<file path="src/rtl/hash_shell_pkg.sv">
package hash_shell_pkg;
  localparam int WORD_W      = 32;
  localparam int CHAIN_WORDS = 5;
  localparam int BLK_WORDS   = 16;
  localparam int CHAIN_W     = CHAIN_WORDS * WORD_W;
  localparam int BLK_W       = BLK_WORDS * WORD_W;

  // word addresses
  localparam int A_CTRL = 0;
  localparam int A_STAT = 1;
  localparam int A_DATA = 2;
  localparam int A_IV0  = 4;
  localparam int A_DIG0 = 9;

  // control bit positions
  localparam int C_EN  = 0;
  localparam int C_SHA = 1;
  localparam int C_IV  = 2;
  localparam int C_END = 3;
  localparam int S_OVF = 8;

  typedef enum logic [1:0] {SQ_IDLE, SQ_FILL, SQ_WAIT} seq_state_e;

  // standard starting state; fifth word only meaningful for SHA-1
  function automatic logic [CHAIN_W-1:0] std_chain(input logic sha);
    logic [CHAIN_W-1:0] c;
    c = {32'h6745_2301, 32'hEFCD_AB89, 32'h98BA_DCFE, 32'h1032_5476, 32'h0};
    if (sha) c[WORD_W-1:0] = 32'hC3D2_E1F0;
    return c;
  endfunction

  // free entries of a queue of the given depth
  function automatic int unsigned free_slots(input int unsigned depth,
                                             input int unsigned used);
    return depth - used;
  endfunction
endpackage

</file>
<file path="src/rtl/hash_in_fifo.sv">
module hash_in_fifo #(
  parameter int DEPTH = 32,
  parameter int W     = 32,
  localparam int AW   = $clog2(DEPTH),
  localparam int CW   = AW + 1
) (
  input  logic          clk,
  input  logic          rst_n,
  input  logic          flush,
  input  logic          push,
  input  logic [W-1:0]  wdata,
  input  logic          pop,
  output logic [W-1:0]  rdata,
  output logic [CW-1:0] count,
  output logic          full
);
  logic [W-1:0]  mem [DEPTH];
  logic [AW-1:0] wp, rp;
  logic          push_ok, pop_ok;

  assign full    = (count == CW'(DEPTH));
  assign push_ok = push && !full;
  assign pop_ok  = pop && (count != '0);
  assign rdata   = mem[rp];

  always_ff @(posedge clk) begin
    if (push_ok && !flush) mem[wp] <= wdata;
  end

  always_ff @(posedge clk) begin
    if (!rst_n || flush) begin
      wp    <= '0;
      rp    <= '0;
      count <= '0;
    end else begin
      if (push_ok) wp <= (wp == AW'(DEPTH-1)) ? '0 : wp + 1'b1;
      if (pop_ok)  rp <= (rp == AW'(DEPTH-1)) ? '0 : rp + 1'b1;
      count <= count + CW'(push_ok) - CW'(pop_ok);
    end
  end

  // occupancy never exceeds the depth
  a_r3_bound: assert property (@(posedge clk) disable iff (!rst_n)
    count <= CW'(DEPTH));
  // a write into a full queue leaves the occupancy unchanged
  a_r3_no_overflow: assert property (@(posedge clk) disable iff (!rst_n)
    (push && full && !pop && !flush) |=> (count == $past(count)));
endmodule

</file>
<file path="src/rtl/hash_block_seq.sv">
module hash_block_seq #(
  parameter int CW        = 6,
  parameter int BLK_WORDS = 16,
  parameter int W         = 32,
  localparam int BW       = BLK_WORDS * W,
  localparam int NW       = $clog2(BLK_WORDS)
) (
  input  logic          clk,
  input  logic          rst_n,
  input  logic          go_ok,
  input  logic          abort,
  input  logic [CW-1:0] fifo_count,
  input  logic [W-1:0]  fifo_rdata,
  output logic          fifo_pop,
  output logic [BW-1:0] block,
  output logic          cmp_req,
  input  logic          cmp_ack,
  output logic          busy,
  output logic          blk_done
);
  import hash_shell_pkg::*;

  seq_state_e    st;
  logic [NW-1:0] n;
  logic          start;

  assign start    = (st == SQ_IDLE) && go_ok && !abort &&
                    (fifo_count >= CW'(BLK_WORDS));
  assign fifo_pop = (st == SQ_FILL) && !abort;
  assign cmp_req  = (st == SQ_WAIT);
  assign blk_done = (st == SQ_WAIT) && cmp_ack && !abort;
  assign busy     = (st != SQ_IDLE);

  always_ff @(posedge clk) begin
    if (!rst_n) begin
      st    <= SQ_IDLE;
      n     <= '0;
      block <= '0;
    end else if (abort) begin
      st <= SQ_IDLE;
      n  <= '0;
    end else begin
      case (st)
        SQ_IDLE: if (start) begin
          st <= SQ_FILL;
          n  <= '0;
        end
        SQ_FILL: begin
          block <= {block[BW-W-1:0], fifo_rdata};
          n     <= n + 1'b1;
          if (n == NW'(BLK_WORDS-1)) st <= SQ_WAIT;
        end
        SQ_WAIT: if (cmp_ack) st <= SQ_IDLE;
        default: st <= SQ_IDLE;
      endcase
    end
  end

  // request stays up until acknowledged
  a_r4_req_hold: assert property (@(posedge clk) disable iff (!rst_n)
    (cmp_req && !cmp_ack && !abort) |=> cmp_req);
  // block stays steady while the request is open
  a_r4_block_stable: assert property (@(posedge clk) disable iff (!rst_n)
    (cmp_req && !cmp_ack && !abort) |=> $stable(block));
  // a pop always finds a word in the queue
  a_r4_pop_has_data: assert property (@(posedge clk) disable iff (!rst_n)
    fifo_pop |-> (fifo_count != '0));
endmodule

</file>
<file path="src/rtl/hash_reg_shell.sv">
module hash_reg_shell
  import hash_shell_pkg::*;
#(
  parameter int FIFO_DEPTH = 32,
  parameter int ADDR_W     = 4,
  localparam int CNT_W     = $clog2(FIFO_DEPTH) + 1
) (
  input  logic               clk,
  input  logic               rst_n,
  input  logic               reg_we,
  input  logic [ADDR_W-1:0]  reg_addr,
  input  logic [31:0]        reg_wdata,
  output logic [31:0]        reg_rdata,
  output logic               cmp_req,
  output logic               cmp_sha,
  output logic [BLK_W-1:0]   cmp_block,
  output logic [CHAIN_W-1:0] cmp_chain,
  input  logic               cmp_ack,
  input  logic [CHAIN_W-1:0] cmp_result
);
  logic               en_q, sha_q, ivsel_q, end_q, ovf_q, dig_sha_q;
  logic [31:0]        iv_q [CHAIN_WORDS];
  logic [CHAIN_W-1:0] iv_flat, chain_q, dig_q;
  logic [CNT_W-1:0]   fifo_cnt, free_cnt;
  logic [31:0]        fifo_rdata;
  logic               fifo_full, fifo_pop, fifo_flush, data_push;
  logic               seq_busy, blk_done;

  // named events
  logic ctl_wr, start_en, stop_en, end_set, end_done;

  assign ctl_wr    = reg_we && (reg_addr == ADDR_W'(A_CTRL));
  assign start_en  = ctl_wr && reg_wdata[C_EN] && !en_q;
  assign stop_en   = ctl_wr && !reg_wdata[C_EN];
  assign end_set   = ctl_wr && reg_wdata[C_END] && (en_q || start_en);
  assign end_done  = end_q && en_q && !stop_en && !seq_busy &&
                     (fifo_cnt < CNT_W'(BLK_WORDS));
  assign data_push = reg_we && (reg_addr == ADDR_W'(A_DATA)) && en_q;
  assign fifo_flush = start_en || stop_en || end_done;
  assign free_cnt  = CNT_W'(free_slots(FIFO_DEPTH, int'(fifo_cnt)));

  for (genvar k = 0; k < CHAIN_WORDS; k++) begin : g_iv
    assign iv_flat[CHAIN_W-1-32*k -: 32] = iv_q[k];
    always_ff @(posedge clk) begin
      if (!rst_n) iv_q[k] <= '0;
      else if (reg_we && reg_addr == ADDR_W'(A_IV0 + k)) iv_q[k] <= reg_wdata;
    end
  end

  always_ff @(posedge clk) begin
    if (!rst_n || stop_en) begin
      en_q    <= 1'b0;
      sha_q   <= 1'b0;
      ivsel_q <= 1'b0;
      end_q   <= 1'b0;
    end else if (start_en) begin
      en_q    <= 1'b1;
      sha_q   <= reg_wdata[C_SHA];
      ivsel_q <= reg_wdata[C_IV];
      end_q   <= reg_wdata[C_END];
    end else if (end_done) begin
      end_q <= 1'b0;
    end else if (end_set) begin
      end_q <= 1'b1;
    end
  end

  always_ff @(posedge clk) begin
    if (!rst_n) begin
      chain_q   <= '0;
      dig_q     <= '0;
      dig_sha_q <= 1'b0;
      ovf_q     <= 1'b0;
    end else begin
      if (start_en)
        chain_q <= reg_wdata[C_IV] ? iv_flat : std_chain(reg_wdata[C_SHA]);
      else if (blk_done)
        chain_q <= cmp_result;
      if (end_done) begin
        dig_q     <= chain_q;
        dig_sha_q <= sha_q;
      end
      if (start_en) ovf_q <= 1'b0;
      else if (data_push && fifo_full) ovf_q <= 1'b1;
    end
  end

  hash_in_fifo #(.DEPTH(FIFO_DEPTH), .W(32)) u_fifo (
    .clk(clk), .rst_n(rst_n), .flush(fifo_flush), .push(data_push),
    .wdata(reg_wdata), .pop(fifo_pop), .rdata(fifo_rdata),
    .count(fifo_cnt), .full(fifo_full)
  );

  hash_block_seq #(.CW(CNT_W), .BLK_WORDS(BLK_WORDS), .W(32)) u_seq (
    .clk(clk), .rst_n(rst_n), .go_ok(en_q), .abort(stop_en),
    .fifo_count(fifo_cnt), .fifo_rdata(fifo_rdata), .fifo_pop(fifo_pop),
    .block(cmp_block), .cmp_req(cmp_req), .cmp_ack(cmp_ack),
    .busy(seq_busy), .blk_done(blk_done)
  );

  assign cmp_sha   = sha_q;
  assign cmp_chain = chain_q;

  always_comb begin
    reg_rdata = '0;
    if (reg_addr == ADDR_W'(A_CTRL)) begin
      reg_rdata[C_EN]  = en_q;
      reg_rdata[C_SHA] = sha_q;
      reg_rdata[C_IV]  = ivsel_q;
      reg_rdata[C_END] = end_q;
    end
    if (reg_addr == ADDR_W'(A_STAT)) begin
      reg_rdata[CNT_W-1:0] = free_cnt;
      reg_rdata[S_OVF]     = ovf_q;
    end
    for (int k = 0; k < CHAIN_WORDS; k++) begin
      if (reg_addr == ADDR_W'(A_IV0 + k)) reg_rdata = iv_q[k];
      if (reg_addr == ADDR_W'(A_DIG0 + k))
        reg_rdata = (k == CHAIN_WORDS-1 && !dig_sha_q) ? 32'h0
                                                      : dig_q[CHAIN_W-1-32*k -: 32];
    end
  end

  // a fresh enable starts with an empty queue and no overflow
  a_r2_enable_empty: assert property (@(posedge clk) disable iff (!rst_n)
    $rose(en_q) |-> (fifo_cnt == '0 && !ovf_q));
  // completion leaves nothing queued and no request open
  a_r5_done_clean: assert property (@(posedge clk) disable iff (!rst_n)
    ($fell(end_q) && en_q) |-> (fifo_cnt == '0 && !cmp_req));
  // a disabled engine never requests compression
  a_r7_off_quiet: assert property (@(posedge clk) disable iff (!rst_n)
    !en_q |-> !cmp_req);
endmodule

</file>
<file path="config.mk">
export PLATFORM = sky130hd
export DESIGN_NAME = hash_reg_shell
export DESIGN_NICKNAME = d
export VERILOG_FILES = /design/src/rtl/hash_shell_pkg.sv /design/src/rtl/hash_in_fifo.sv /design/src/rtl/hash_block_seq.sv /design/src/rtl/hash_reg_shell.sv
export SDC_FILE = /design/constraint.sdc
export NUM_CORES = 2
export LEC_CHECK = 0
export BUFFER_PORTS_ARGS = -buffer_cell sky130_fd_sc_hd__buf_2
export CAP_MARGIN = 0
export CORE_MARGIN = 3
export CORE_UTILIZATION = 30
export CTS_BUF_LIST = sky130_fd_sc_hd__clkbuf_4
export CTS_CLUSTER_SIZE = 14
export DETAILED_ROUTE_END_ITERATION = 12
export PLACE_DENSITY = 0.53
export SYNTH_ARGS = -nofsm -noshare
export SYNTH_HDL_FRONTEND = slang
export SYNTH_HIERARCHICAL = 1
export SYNTH_SLANG_ARGS = --single-unit
</file>
<file path="constraint.sdc">
create_clock -name clk -period 7.2 [get_ports clk]
set_input_delay 0.36 -clock clk [delete_from_list [all_inputs] [get_ports clk]]
set_output_delay 0.36 -clock clk [all_outputs]
set_load 0.005 [all_outputs]
</file>
==> impl_metrics.env <==
export IMPL_clk_path_buf_depth=4
export IMPL_multi_input_area_um2=26900
export IMPL_core_area_um2=272000
export IMPL_crit_fanout=52
export IMPL_antenna_found_initial=52
export IMPL_status="completed"
export IMPL_start_kind="primary input"
export IMPL_powerDensity_nw_per_um2=234
export IMPL_endpoint_kind="output pin"
export IMPL_report_final_slew_viol_count=0
export IMPL_ioPinCount=906
export IMPL_async_flop_share_pct=0
export IMPL_rsz0062_at_grt="no"
export IMPL_synth_area_leaders="edfxtp_1 43%, dfxtp_1 21%, nand2_1 6.9%"
export IMPL_synth_edff_count=1184
export IMPL_syn_inst=6786
export IMPL_grt_max_degree=247
export IMPL_dieArea_um2=281000
export IMPL_htreeDepth=6
export IMPL_path_class="in2out"
export IMPL_grt_pass1_vias=61241
export IMPL_gp_congestion=0.931
export IMPL_overflow=0
export IMPL_drtIter0Drc=7477
export IMPL_p_leak_uw=0.0367
export IMPL_crit_path_frequent_cell="buf_4"
export IMPL_dpl_cell_area_um2=89800
export IMPL_port_buffers=905
export IMPL_final_seq_area_um2=52900
export IMPL_hold_viol_final=0
export IMPL_syn_num_nets=7005
export IMPL_grt_usage_pct=22.5
export IMPL_clock_latency_ns=1.32
export IMPL_drcViolationCount=0
export IMPL_nets=8567
export IMPL_rows=191
export IMPL_crit_path_cell_trace="dlygate4sd3_1 > buf_4 > buf_4 > inv_1 > a221oi_1 > o211ai_1 > a222oi_1 > o21ai_0 > buf_2"
export IMPL_yosys_area_top_type="edfxtp_1"
export IMPL_cts_tree="done"
export IMPL_start_util_pct=30.3
export IMPL_synth_seq_cells=2049
export IMPL_period_share_pct=71.8
export IMPL_syn2layout_area_growth_pct=23.7
export IMPL_seq_area_frac_synth_pct=64.1
export IMPL_setup_violations_final=0
export IMPL_peakVddDrop_v=0.000173
export IMPL_dpl_hpwl_mm=217
export IMPL_path_delay_family="buffers and inverters"
export IMPL_routed_wl_mm=330
export IMPL_syn_avg_cell_area_um2=12.1
export IMPL_synth_top_flop_cell="edfxtp_1"
export IMPL_maxSlewHeadroom_pct=10.8
export IMPL_tightest_slew_ns=1.32
export IMPL_drtAntennaViolNets=0
export IMPL_maxCapViolations=0
export IMPL_drive_gt1_share_pct=26.2
export IMPL_numCtsBuffers=557
export IMPL_post_drt_wl_per_cell_um=26.8
export IMPL_period_minus_slack_ns=5.17
export IMPL_synth_distinct_cells=85
export IMPL_finalCoreUtilization_pct=37.5
export IMPL_yosysTopAreaCellShare_pct=43.1
export IMPL_fill_cells=26734
export IMPL_required_ns=6.84
export IMPL_fin_area_um2=102000
export IMPL_critPathMaxStageDelay_ns=0.88
export IMPL_die_h_um=530
export IMPL_vias=63913
export IMPL_die_w_um=530
export IMPL_clk_pin_slew_worst_paths_ns=0.06
export IMPL_yosysWarnings=6
export IMPL_max_freq_mhz=193
export IMPL_clock_skew_ns=0.102
export IMPL_tns_ns=0
export IMPL_grt_pass1_wl_mm=454
export IMPL_post_cts_buffers=0
export IMPL_cp_arrival_ns=4.81
export IMPL_critPathSlowestCell="a222oi_1"
export IMPL_first_pass_iters=9
export IMPL_min_path_type="in2reg"
export IMPL_cts_root_buf="clkbuf_4"
export IMPL_syn_area_um2=82400
export IMPL_cts_sinks=2049
export IMPL_path_buf_inv=5
export IMPL_viasPerCell=5.18
through the flow:
step	setup WS (ns)	cells	total power (uW)	hold slack, ns
floorplan	3.25	6786	13000	0.431
global route	2.14	12313	24800	0.0801
CTS	2.36	12306	24100	0.00886
finish	2.03	12331	23900	0.232
detailed placement	1.99	10847	13500	0.444
global placement	1.89	10847	13500	0.439
routing by layer:
metal  GRT usage (%)  wire length [um]
met5               0               125
met4            10.4             15300
met3            5.86             32600
met2            34.9            150000
met1            29.2            132000
layout make-up:
cell class	instances	share of cell area, %
Sequential cell	2049	51.9
Multi-Input combinational cell	4195	26.4
Timing Repair Buffer	1518	10.4
Clock buffer	833	6.13
Tap cell	3570	4.38
Clock inverter	114	0.648
Inverter	27	0.133
Antenna cell	25	0.0614
report_power, final:
group          internal, uW  switching (uW)
Clock                  5550            4850
Combinational           337             637
Sequential            12400            85.9
Total                 18300            5570
final timing paths:
check             slack (ns)  cells after the start                           from                            end
setup / recovery        2.03                      9                    reg_addr[0]                  reg_rdata[26]
hold / removal          0.23                      3                   reg_wdata[1]     u_fifo/mem[2][1]$_DFFE_PP_
setup reg to reg        2.64                     10       u_seq/st[1]$_SDFFE_PP0P_    cmp_chain[159]$_SDFFE_PN0P_
hold reg to reg         0.40                      2  u_seq/block[405]$_SDFFE_PN0P_  u_seq/block[437]$_SDFFE_PN0P_
cells in the final DEF, fill, tap and decap left out, types with 20 or more instances in the layout:
| cell type | count |
|---|---|
| mux4_2 | 128 |
| o21ai_0 | 171 |
| inv_2 | 20 |
| clkbuf_4 | 833 |
| inv_1 | 24 |
| or4_1 | 36 |
| a22oi_1 | 39 |
| nor2_1 | 217 |
| a31oi_1 | 112 |
| diode_2 | 25 |
| nor3_1 | 87 |
| buf_2 | 902 |
| o311a_1 | 63 |
| mux2_2 | 204 |
| a21oi_1 | 216 |
| a21boi_0 | 45 |
| buf_4 | 92 |
| o22ai_1 | 88 |
| nand2_1 | 1512 |
| a22o_1 | 81 |
| dlygate4sd3_1 | 511 |
| mux2i_1 | 152 |
| and2_1 | 153 |
| clkinv_1 | 75 |
| edfxtp_1 | 1184 |
| nor2b_1 | 87 |
| a21boi_1 | 460 |
| dfxtp_1 | 863 |
| nand3_1 | 45 |
| a211oi_1 | 68 |
| nand2b_1 | 20 |
| nor2_4 | 32 |
sequential cells by signal, summed over array words and instances, names as in the netlist, named ones only:
signal / count
u_fifo/count: 6
dig_sha_q: 1
ovf_q: 1
dig_q: 160
u_seq/st: 2
cmp_sha: 1
u_fifo/rp: 5
en_q: 1
u_fifo/wp: 5
u_fifo/mem: 1024
ivsel_q: 1
iv_q: 160
end_q: 1
cmp_chain: 160
u_seq/n: 4
u_seq/block: 512
synth_stat cells (all sizes together), types with 5 or more instances:
cell type     n
dfxtp       865
o21ai       174
nand3b       16
edfxtp     1184
or4b          9
o311a        63
a222oi        6
or4          36
nand2b       22
a31oi       112
nor3b        10
o22ai        88
nor3         88
a22o         81
a211oi       68
nor2        251
a21oi       216
buf         242
and2        154
ha           18
nor2b        89
a2bb2oi       6
a221oi        8
or3           5
nand2      1513
mux4        128
mux2i       152
o221ai       16
inv          26
a22oi        39
mux2        204
nand3        45
clkbuf      273
a21boi      515
worst register-to-register path: cells and delay by family (launching register included):
family | cells | cell delay (ns)
and+or+nand+nor | 4 | 0.61
muxes | 1 | 0.30
DFF | 1 | 0.53
buffers and inverters | 4 | 2.80
AOI/OAI and AO/OA | 1 | 0.18
repair_timing:
item | CTS | global route
gates resized for setup | 0 | 0
hold endpoints to repair | 1818 | 0
hold buffers | 512 | 0
logic make-up after synthesis:
family | share of synthesized area (%)
buf+inv | 3.59
flops | 64.1
mux | 8.13
xor+xnor | 0.0213
compound gates | 12.0
fa+ha+maj | 0.298
simple gates | 11.9
Note: power is estimated with default switching activity, not from simulation.
